**config.mk**
```make
export PLATFORM = sky130hd
export DESIGN_NAME = ldma_channel
export DESIGN_NICKNAME = d
export VERILOG_FILES = /design/src/rtl/ldma_pkg.sv /design/src/rtl/ldma_size_decode.sv /design/src/rtl/ldma_state_enc.sv /design/src/rtl/ldma_channel.sv
export SDC_FILE = /design/constraint.sdc
export NUM_CORES = 1
export LEC_CHECK = 0
export ABC_AREA = 1
export ABC_CLOCK_PERIOD_IN_PS = 6500
export BUFFER_PORTS_ARGS = -buffer_cell sky130_fd_sc_hd__buf_4
export CAP_MARGIN = 30
export CORE_MARGIN = 4
export CORE_UTILIZATION = 40
export DETAILED_ROUTE_END_ITERATION = 8
export PLACE_DENSITY = 0.66
export SYNTH_ARGS = -nofsm -noshare
export SYNTH_HDL_FRONTEND = slang
export SYNTH_SLANG_ARGS = --single-unit
```
**constraint.sdc**
```tcl
create_clock -name clk -period 6.5 [get_ports clk]
set_input_delay 1.3 -clock clk [delete_from_list [all_inputs] [get_ports clk]]
set_output_delay 1.3 -clock clk [all_outputs]
set_load 0.03 [all_outputs]
```
**src/rtl/ldma_pkg.sv**
```systemverilog
package ldma_pkg;

    typedef enum logic [2:0] {
        S_IDLE,
        S_FETCH,
        S_CHECK,
        S_WAIT,
        S_READ,
        S_WRITE
    } ldma_st_e;

    localparam logic [1:0] MODE_OFF    = 2'd0;
    localparam logic [1:0] MODE_CHAIN  = 2'd1;
    localparam logic [1:0] MODE_SINGLE = 2'd2;

    localparam logic [1:0] SC_IDLE = 2'd0;
    localparam logic [1:0] SC_DESC = 2'd1;
    localparam logic [1:0] SC_WAIT = 2'd2;
    localparam logic [1:0] SC_XFER = 2'd3;

    localparam logic [1:0] WC_BYTE = 2'd3;
    localparam logic [1:0] WC_HALF = 2'd2;
    localparam logic [1:0] WC_WORD = 2'd0;

endpackage

```
**src/rtl/ldma_size_decode.sv**
```systemverilog
module ldma_size_decode
    import ldma_pkg::*;
#(
    parameter int CNT_W     = 12,
    parameter int SHORT_MAX = 1023,
    parameter int LONG_MAX  = 2047
) (
    input  logic [CNT_W-1:0] count_i,
    input  logic [1:0]       wcode_i,
    output logic [1:0]       lg2_o,
    output logic             legal_o
);
    always_comb begin
        lg2_o   = 2'd2;
        legal_o = 1'b0;
        case (wcode_i)
            WC_BYTE: begin
                lg2_o   = 2'd0;
                legal_o = (count_i <= CNT_W'(SHORT_MAX));
            end
            WC_HALF: begin
                lg2_o   = 2'd1;
                legal_o = (count_i <= CNT_W'(SHORT_MAX));
            end
            WC_WORD: begin
                lg2_o   = 2'd2;
                legal_o = (count_i <= CNT_W'(LONG_MAX));
            end
            default: begin
                lg2_o   = 2'd2;
                legal_o = 1'b0;
            end
        endcase
    end
endmodule

```
**src/rtl/ldma_state_enc.sv**
```systemverilog
module ldma_state_enc
    import ldma_pkg::*;
(
    input  ldma_st_e   st_i,
    output logic [1:0] code_o
);
    always_comb begin
        case (st_i)
            S_IDLE:          code_o = SC_IDLE;
            S_FETCH:         code_o = SC_DESC;
            S_CHECK, S_WAIT: code_o = SC_WAIT;
            default:         code_o = SC_XFER;
        endcase
    end
endmodule

```
**src/rtl/ldma_channel.sv**
```systemverilog
module ldma_channel
    import ldma_pkg::*;
#(
    parameter int DW         = 32,
    parameter int CNT_W      = 12,
    parameter int WSEL_LSB   = 12,
    parameter int SHORT_MAX  = 1023,
    parameter int LONG_MAX   = 2047,
    parameter int DESC_WORDS = 4
) (
    input  logic                  clk,
    input  logic                  rst_n,
    input  logic [1:0]            mode_i,
    input  logic                  dir_i,
    input  logic [DW-1:0]         cfg_dev_i,
    input  logic [DW-1:0]         cfg_mem_i,
    input  logic [WSEL_LSB+1:0]   cfg_size_i,
    input  logic [DW-1:0]         cfg_next_i,
    input  logic                  prdy_i,
    output logic                  bus_req_o,
    output logic                  bus_we_o,
    output logic [DW-1:0]         bus_addr_o,
    output logic [1:0]            bus_size_o,
    output logic [DW-1:0]         bus_wdata_o,
    input  logic                  bus_rvalid_i,
    input  logic [DW-1:0]         bus_rdata_i,
    input  logic                  bus_err_i,
    output logic [1:0]            state_o,
    output logic                  irq_o,
    output logic                  err_o
);
    localparam int IDX_W = $clog2(DESC_WORDS);
    localparam logic [IDX_W-1:0] IDX_LAST = IDX_W'(DESC_WORDS - 1);

    typedef struct packed {
        ldma_st_e          st;
        logic              act_prev;
        logic              dir;
        logic              single;
        logic [IDX_W-1:0]  idx;
        logic [DW-1:0]     ptr;
        logic [DW-1:0]     dev;
        logic [DW-1:0]     mem;
        logic [CNT_W-1:0]  cnt_raw;
        logic [1:0]        wcode;
        logic [DW-1:0]     link;
        logic [DW-1:0]     data;
        logic [CNT_W-1:0]  cnt;
        logic              irq;
        logic              err;
    } regs_t;

    regs_t q, d;

    logic [1:0]    lg2;
    logic          size_ok;
    logic          act;
    logic          fin;
    logic [DW-1:0] src_addr;
    logic [DW-1:0] dst_addr;
    logic [DW-1:0] lane_mask;

    ldma_size_decode #(
        .CNT_W    (CNT_W),
        .SHORT_MAX(SHORT_MAX),
        .LONG_MAX (LONG_MAX)
    ) u_size (
        .count_i (q.cnt_raw),
        .wcode_i (q.wcode),
        .lg2_o   (lg2),
        .legal_o (size_ok)
    );

    ldma_state_enc u_enc (
        .st_i   (q.st),
        .code_o (state_o)
    );

    always_comb begin
        case (lg2)
            2'd0:    lane_mask = {{(DW-8){1'b0}}, 8'hFF};
            2'd1:    lane_mask = {{(DW-16){1'b0}}, 16'hFFFF};
            default: lane_mask = '1;
        endcase
    end

    assign act      = (mode_i == MODE_CHAIN) || (mode_i == MODE_SINGLE);
    assign src_addr = q.dir ? q.mem : q.dev;
    assign dst_addr = q.dir ? q.dev : q.mem;

    always_comb begin
        d           = q;
        d.irq       = 1'b0;
        d.act_prev  = act;
        fin         = 1'b0;
        bus_req_o   = 1'b0;
        bus_we_o    = 1'b0;
        bus_addr_o  = '0;
        bus_size_o  = lg2;
        bus_wdata_o = '0;

        case (q.st)
            S_IDLE: begin
                if (act && !q.act_prev) begin
                    d.dir    = dir_i;
                    d.err    = 1'b0;
                    d.single = (mode_i == MODE_SINGLE);
                    d.link   = cfg_next_i;
                    if (mode_i == MODE_SINGLE) begin
                        d.dev     = cfg_dev_i;
                        d.mem     = cfg_mem_i;
                        d.cnt_raw = cfg_size_i[CNT_W-1:0];
                        d.wcode   = cfg_size_i[WSEL_LSB +: 2];
                        d.st      = S_CHECK;
                    end else begin
                        d.ptr = {cfg_next_i[DW-1:2], 2'b00};
                        d.idx = '0;
                        d.st  = S_FETCH;
                    end
                end
            end
            S_FETCH: begin
                bus_req_o  = 1'b1;
                bus_addr_o = q.ptr + DW'({q.idx, 2'b00});
                bus_size_o = 2'd2;
                if (bus_rvalid_i) begin
                    if (bus_err_i) begin
                        d.err = 1'b1;
                        d.irq = 1'b1;
                        d.st  = S_IDLE;
                    end else begin
                        case (q.idx)
                            IDX_W'(0): d.dev = bus_rdata_i;
                            IDX_W'(1): d.mem = bus_rdata_i;
                            IDX_W'(2): begin
                                d.cnt_raw = bus_rdata_i[CNT_W-1:0];
                                d.wcode   = bus_rdata_i[WSEL_LSB +: 2];
                            end
                            default:   d.link = bus_rdata_i;
                        endcase
                        if (q.idx == IDX_LAST) begin
                            d.st = S_CHECK;
                        end else begin
                            d.idx = q.idx + 1'b1;
                        end
                    end
                end
            end
            S_CHECK: begin
                if (!size_ok) begin
                    d.err = 1'b1;
                    d.irq = 1'b1;
                    d.st  = S_IDLE;
                end else if (q.cnt_raw == '0) begin
                    fin = 1'b1;
                end else begin
                    d.cnt = q.cnt_raw;
                    d.st  = S_WAIT;
                end
            end
            S_WAIT: begin
                if (prdy_i) begin
                    d.st = S_READ;
                end
            end
            S_READ: begin
                bus_req_o  = 1'b1;
                bus_addr_o = src_addr;
                if (bus_rvalid_i) begin
                    if (bus_err_i) begin
                        d.err = 1'b1;
                        d.irq = 1'b1;
                        d.st  = S_IDLE;
                    end else begin
                        d.data = bus_rdata_i & lane_mask;
                        d.st   = S_WRITE;
                    end
                end
            end
            S_WRITE: begin
                bus_req_o   = 1'b1;
                bus_we_o    = 1'b1;
                bus_addr_o  = dst_addr;
                bus_wdata_o = q.data;
                if (bus_rvalid_i) begin
                    if (bus_err_i) begin
                        d.err = 1'b1;
                        d.irq = 1'b1;
                        d.st  = S_IDLE;
                    end else begin
                        d.mem = q.mem + (DW'(1) << lg2);
                        d.cnt = q.cnt - 1'b1;
                        if (q.cnt == CNT_W'(1)) begin
                            fin = 1'b1;
                        end else begin
                            d.st = S_WAIT;
                        end
                    end
                end
            end
            default: d.st = S_IDLE;
        endcase

        if (fin) begin
            d.irq = q.link[0];
            if (!q.single && q.link[1]) begin
                d.ptr = {q.link[DW-1:2], 2'b00};
                d.idx = '0;
                d.st  = S_FETCH;
            end else begin
                d.st = S_IDLE;
            end
        end

        if ((q.st != S_IDLE) && !act) begin
            d.st  = S_IDLE;
            d.irq = 1'b0;
            d.err = q.err;
        end
    end

    always_ff @(posedge clk or negedge rst_n) begin
        if (!rst_n) begin
            q    <= '0;
            q.st <= S_IDLE;
        end else begin
            q <= d;
        end
    end

    assign irq_o = q.irq;
    assign err_o = q.err;

endmodule

```
# Word level (Yosys, flattened, before mapping)
# Index checks and enable logic that the tools add are counted.
[totals]
output_inout_bits = 72
ramBits = 0
in_bits = 150
mem_count = 0
elab_cells = 160
mem_bits_ro = 0
latchBits = 0
regBits = 196
[op_classes]
n_div = 0
muxes = 68
n_eq_ne = 36
shift = 1
bitwise = 3
magnitude_cmp = 2
n_reduce_logical = 31
addsub = 4
n_mul = 0
[ops]
columns = ["op", "count"]
rows = [
  ["two-way mux 32 bit", 9],
  ["two-way mux 110 bit", 2],
  ["one-hot mux 32 bit (3 select lines)", 2],
  ["two-way mux 144 bit", 1],
  ["one-hot mux 32 bit (2 select lines)", 2],
  ["two-way mux 34 bit", 3],
  ["one-hot mux 46 bit (2 select lines)", 1],
  ["two-way mux 78 bit", 1],
  ["two-way mux 3 bit", 14],
  ["two-way mux 12 bit", 3],
  ["adder 32 bit", 1],
  ["adder 32 x 4 -> 32 bit", 1],
  ["bitwise AND 32 bit", 1],
  ["<< shifter 1 x 2 -> 32 bit, first input constant", 1],
  ["two-way mux 14 bit", 2],
  ["inequality test 2 bit, second input constant", 13],
  ["one-hot mux 12 bit (2 select lines)", 1],
  ["inequality test 4 bit, second input constant", 5],
  ["two-way mux 2 bit", 9],
  ["one-hot mux 3 bit (6 select lines)", 1],
  ["AND reduction 6 bit", 3],
  ["AND reduction 8 bit", 2],
  ["inequality test 5 bit, second input constant", 3],
  ["equality test 12 x 1 -> 1 bit, second input constant", 1],
  ["31 further kinds", 63],
]

# Longest topological paths before layout
# Gate-level depths: netlist (run 1).
[logic_depth]
depth_word = 7
ltp_mapped = 16
depth_no_buf = 15

# By module
# Synthesis (run 1) repeated with hierarchy kept, for this count alone.
[hier_totals]
hier_cells = 1943
hier_area_um2 = 13030.0
[by_module_without_submodules]
columns = ["mod", "seq_area_each_um2", "cells_per_inst", "instances", "area_each_um2"]
rows = [
  ["ldma_channel", 4904.7, 1930, 1, 12981.2],
  ["ldma_size_decode", 0.0, 8, 1, 30.0],
  ["ldma_state_enc", 0.0, 5, 1, 18.8],
]

# Least setup slack after synthesis (run 1)
# Ideal clock, no wire load.
[synth_path]
kind = "register -> output"
start = "reg q[158] (netlist bit)"
end = "out bus_addr_o[8]"
path_buffers = 0
required_time_ns = 5.200
path_stages_with_launch = 8
arrival_ns = 2.462
setup_slack_ns = 2.738
path_cell_list = "dfrtp_1 -> ha_1 -> fa_1 -> nand2_1 -> inv_1 -> nand4_1 -> nor2_1 -> o311ai_0"
[synth_between]
elab_chain_cells = 2
[synth_rtl]
columns = ["element", "line_no", "text"]
rows = [
  ["from (decl)", "ldma_channel.sv:53", "regs_t q, d;"],
  ["adder 32 x 4 -> 32 bit", "ldma_channel.sv:124", "bus_addr_o = q.ptr + DW'({q.idx, 2'b00});"],
  ["one-hot mux 32 bit (3 select lines)", "ldma_channel.sv:102", "case (q.st)"],
  ["to (decl)", "ldma_channel.sv:22", "output logic [DW-1:0] bus_addr_o,"],
]
# No other way between the ends.

# Worst setup path in the final report (run 1)
[layout_path]
start = "reg q[189] (netlist bit)"
end = "out bus_addr_o[19]"
# Same word-level chain as after synthesis.

==> flow_summary.ini, run 1 <==
[cts]
cts_tree = done
ctsHoldBuffers = 0
cts_made_buffers = 17
cts_buffer_depth = 2
post_cts_buffers = 0
cts_resized = 0
clkTransAtPathRegs_ns = 0.08
cts_sinks = 196
root_buffer = clkbuf_16
htreeDepth = 4
clock_latency_ns = 0.47

[place]
hpwl_mm = 39.1
gp_congestion = 0.943
portBuffers = 221
dp_slack_ns = 1.96

[finish]
area_delta_synth_final_pct = 18.8
final_cell_mix = nand2_1 (495), nor2_1 (255), buf_4 (239), inv_1 (228), nand3_1 (206)
register_area_mm2 = 0.00491
final_common_cell = nand2_1
final_layout_size_suffix_gt1_share_pct = 14.6
fill_cells = 3393
multiInputGateArea_mm2 = 0.00695
nets = 2320

[run_status]
outcome = finished clean

[power_and_ir_drop]
fin_total_pwr_w = 0.00780
p_leak_nw = 7.43
ir_worst_vdd_mv = 0.234
power.density_mw_per_mm2 = 496

[logic_synthesis]
yosysUniqueCellTypes = 49
yosys.area_share.adder_pct = 1.15
synth_xor_area_share_pct = 0.199
async_flop_share_pct = 100
postSynthCellCount = 2008
ys_seq_area_share_pct = 37.1
synth_mux_area_share_pct = 0.567
syn_area_per_cell_um2 = 6.59
synthSimpleGateAreaFrac_pct = 32.8
synth-edff-count = 0
ys_seq_elements = 196
synth_top_family_by_area = simple AND/OR/NAND/NOR gates
synth_compound_area_share_pct = 17.5
syn_area_mm2 = 0.0132
yosysWarnings = 0
syn_nets = 2169
synth_ff_type = dfrtp_1

[detailed_routing]
drtPass1Iterations = 8
wl_per_cell_um = 20.3
drc_errors = 0
drt-initial-drc-count = 1673
vias = 14370
via_per_inst = 5.50
routed_wl_mm = 53.1
ant_nets = 0

[critical_path]
start_kind = register
cp.arrival_ns = 3.18
critPathCaptureType = output port
cp.required_ns = 5.20
critPathKind = register to output port
cp_max_fo = 9

[floorplanning]
die_h_um = 190
num_rows = 66
initial_core_util_pct = 40.6
core_mm2 = 0.0326
dieWidth_um = 190
dieArea_mm2 = 0.0360
io_pins = 222

[timing]
fin_crit_sh_pct = 68.9
rsz0062_at_grt = false
period_needed_ns = 4.48
fin_skew_ns = 0.0128
setup_viol = 0
maxSlewHeadroom_pct = 38.1
worstMarginPinSlew_ns = 0.926
timing.fmax_ghz = 0.223
drv_slew = 0
setup_tns_ns = 0
hold_viol = 0
worst_slack_ns = 2.02

[global_route]
grt-busiest-layer = met1
grt_start_max_net_pins = 74
grt_overflow = 0
grt_pass1_vias = 13231
grt.met3_usage_pct = 5.78
met1_usage_pct = 42.9
antenna_found_initial = 0
grt_use_met2_pct = 42.1
grt_first_pass_wirelength_mm = 79.9
grt_usage_pct = 28.9

[worst_hold_path]
hp-class = register to register

[run]
drv_cap = 0
report_power, final:
| part | total (W) | switching, W | leakage, nW | internal [W] |
|---|---|---|---|---|
| logic | 0.00433 | 0.00293 | 4.80 | 0.00140 |
| clock network | 0.00106 | 0.000561 | 0.250 | 0.000502 |
| registers | 0.00241 | 0.000586 | 2.37 | 0.00182 |
| total | 0.00780 | 0.00408 | 7.43 | 0.00372 |
cell usage after synthesis (10+ instances only):
cell type	n	area (µm²)
nor2_1	258	968
buf_2	38	190
o21ai_1	11	55.1
clkbuf_1	60	225
o211ai_1	10	75.1
a21oi_1	92	460
nand2_1	495	1860
dfrtp_1	196	4900
a31oi_1	79	494
nor4_1	14	87.6
inv_1	229	860
nand3_1	206	1030
nor3_1	16	80.1
o21ai_0	186	931
nand4_1	20	125
routing by layer:
metal  up-vias  share of wire (%)
li1       6882                  -
met1      6748                 45
met2       665                 42
met3        75                8.8
met4         0                3.4
met5         -                  0
state kept, by name, indices dropped and copies added (netlist names):
signal  flops
q         194
err_o       1
irq_o       1
through the flow:
| step | util [%] | cell area (µm²) | instances | hold slack, ns |
|---|---|---|---|---|
| after floorplan | - | 13200 | 2008 | 0.454 |
| after global placement | 46.3 | 15100 | 2579 | 0.474 |
| after detailed placement | 46.4 | 15100 | 2581 | 0.482 |
| after CTS | 48.1 | 15700 | 2613 | 0.493 |
| after global routing | 48.2 | 15700 | 2614 | 0.526 |
| final | 48.2 | 15700 | 2615 | 0.491 |
final cells by class:
cell class / instances / share of cell area, %
repair buffers: 243 / 11.9
diodes: 1 / 0.0159
clock buffers: 18 / 2.73
inverters: 235 / 5.62
multi-input cells: 1466 / 44.2
flip-flops and latches: 196 / 31.2
clock inverters: 14 / 0.764
well taps: 442 / 3.52
worst paths after layout:
| check | startpoint | end | slack [ns] | cells past startpoint |
|---|---|---|---|---|
| min in group asynchronous | rst_n | q[17] | 0.79 | 1 |
| max | q[189] | bus_addr_o[19] | 2.02 | 10 |
| min reg2reg | q[67] | q[177] | 0.49 | 2 |
| min | q[67] | q[177] | 0.49 | 2 |
| max reg2reg | q[194] | q[122] | 3.05 | 13 |
| max in group asynchronous | rst_n | q[104] | 4.39 | 2 |
worst max-delay path: stages, from the launching register on:
cell,delay [ns]
dfrtp_1,0.47
ha_1,0.31
nand2_1,0.04
o21ai_0,0.48
nand2_1,0.19
nor2_2,0.38
inv_1,0.12
o21ai_0,0.16
nand3_1,0.18
nand3_1,0.20
buf_4,0.18
kinds of logic (layout without fill, tap and decap cells):
group | after synthesis | in the layout
flops | 196 | 196
mux | 7 | 7
other cells | 1 | 2
buf+inv | 346 | 510
fa+ha+maj | 11 | 11
compound gates | 414 | 414
xor+xnor | 3 | 3
simple gates | 1030 | 1030
Power figures use the tool's default switching activity.
==> run 2, diff against run 1 <==
Settings changed: ABC_CLOCK_PERIOD_IN_PS 6500 to 3880, PLACE_DENSITY 0.66 to 0.68.
Clock period 6.5 ns to 3.88 ns, I/O delays scaled along.
==> run 2 against run 1 <==
Register-to-register slack got worse by 2.3 ns. Utilization increased by 0.15 points. Design area increased by 0.32%. Clock power increased by 76%. Total power increased by 69%. Count of clock-buffer cells in the layout unchanged. First-iteration DRC count increased by 2.5%. Non-clock buffer count increased by 5.
==> flow_summary.ini, run 2 (synthesis gave the netlist of run 1 again) <==
[floorplanning]
io_pins = 222
num_rows = 66
dieArea_mm2 = 0.0360
die_h_um = 190
initial_core_util_pct = 40.6
dieWidth_um = 190
core_mm2 = 0.0326

[global_route]
grt_pass1_vias = 13294
antenna_found_initial = 0
grt_start_max_net_pins = 98
grt_overflow = 0
grt_first_pass_wirelength_mm = 80.5
grt_usage_pct = 29.0

[detailed_routing]
routed_wl_mm = 52.9
drt-initial-drc-count = 1714
wl_per_cell_um = 20.2
ant_nets = 0
drc_errors = 0
via_per_inst = 5.52
vias = 14454
drtPass1Iterations = 6

[worst_hold_path]
hp-class = input pin to asynchronous set/reset pin

[finish]
final_cell_mix = nand2_1 (495), nor2_1 (255), buf_4 (246), inv_1 (228), nand3_1 (206)
nets = 2325
area_delta_synth_final_pct = 19.2
final_layout_size_suffix_gt1_share_pct = 14.8
final_common_cell = nand2_1
largest_reg_flops = 194
insertedDiodeCount = 0
top_register = q

[critical_path]
cp.arrival_ns = 2.89
cp.required_ns = 3.10
critPathKind = register to output port
reg2reg_depth = 10
start_kind = register
r2r_slack_ns = 0.77
critPathCaptureType = output port
r2r-end = q[122]
cp_max_fo = 5
worst_r2r_startpoint = q[194]

[cts]
clkTransAtPathRegs_ns = 0.08
cts_made_buffers = 17
htreeDepth = 4
root_buffer = clkbuf_16
cts_sinks = 196
cts_buffer_depth = 2
clock_latency_ns = 0.46
ctsHoldBuffers = 0
cts_tree = done

[run]
drv_cap = 0

[timing]
setup_viol = 0
timing.fmax_ghz = 0.273
setup_tns_ns = 0
worst_slack_ns = 0.216
fin_skew_ns = 0.0103
hold_viol = 0
period_needed_ns = 3.66
rsz0062_at_grt = false
worstMarginPinSlew_ns = 1.02
drv_slew = 0
maxSlewHeadroom_pct = 32.0
fin_crit_sh_pct = 94.4

[power_and_ir_drop]
p_leak_nw = 7.48
ir_worst_vdd_mv = 0.593
power.density_mw_per_mm2 = 836

[place]
hpwl_mm = 39.4
portBuffers = 221
gp_congestion = 0.983
dp_slack_ns = 0.540

[run_status]
outcome = finished clean
-- run 2: cell types whose count changed in the layout (fill, tap and decap cells not counted), moves of 2 or more --
| cell | delta |
|---|---|
| clkinv_8 | +2 |
| inv_8 | +2 |
| clkinvlp_4 | -6 |
| buf_4 | +7 |
-- run 2: power breakdown --
group | leakage, nW | internal (W) | switching [W]
combinational | 4.82 | 0.00235 | 0.00488
clock | 0.293 | 0.000924 | 0.000943
sequential | 2.37 | 0.00305 | 0.00103
-- run 2: area by class of cell --
cell class	count	area [µm²]
timing repair buffer	248	1880
inverter	235	883
tap	442	553
fill	3423	16900
clock inverter	14	165
multi-input combinational	1466	6950
sequential	196	4910
clock buffer	18	429
-- run 2: timing repair --
item | CTS | global route
setup endpoints to repair | 0 | 4
resized for setup | 0 | 1
setup buffers | 0 | 0
-- run 2: worst max path at each step --
stage,start,endpoint,slack [ns],depth (start not counted)
floorplan,q[158],bus_addr_o[8],0.64,7
finish,q[158],bus_addr_o[20],0.22,10
global placement,mode_i[0],q[103],0.60,11
global route,q[158],bus_addr_o[26],0.02,13
detailed placement,mode_i[0],q[122],0.54,12
CTS,q[189],bus_addr_o[19],0.11,10
-- run 2: layer usage --
metal / share of wire (%) / global-route usage (%) / routed length (µm) / up-vias
met2: 43 / 42.5 / 22800 / 674
met4: 2.7 / 7.79 / 1400 / 0
li1: - / - / - / 6882
met3: 8.8 / 5.12 / 4640 / 65
met5: 0 / 0 / 0 / -
met1: 45 / 44.2 / 24100 / 6833
-- run 2: worst max-delay path, stage by stage (launching register included) --
cell and delay, ns:
dfrtp_1 0.37, ha_1 0.19, fa_1 0.19, nand2_1 0.08, inv_1 0.08, nand4_1 0.21, nor2_1 0.27, nand2_1 0.16
o31ai_1 0.44, nand3_1 0.21, buf_4 0.22
-- run 2: through the flow --
stage	power (W)	util [%]	std cells	instance area, µm²	hold slack [ns]
floorplan	0.00890	-	2008	13200	0.454
global placement	0.0111	46.5	2587	15200	0.459
detailed placement	0.0112	46.5	2587	15200	0.478
CTS	0.0131	48.3	2619	15800	0.409
global route	0.0142	48.3	2619	15800	0.429
finish	0.0132	48.3	2619	15800	0.377
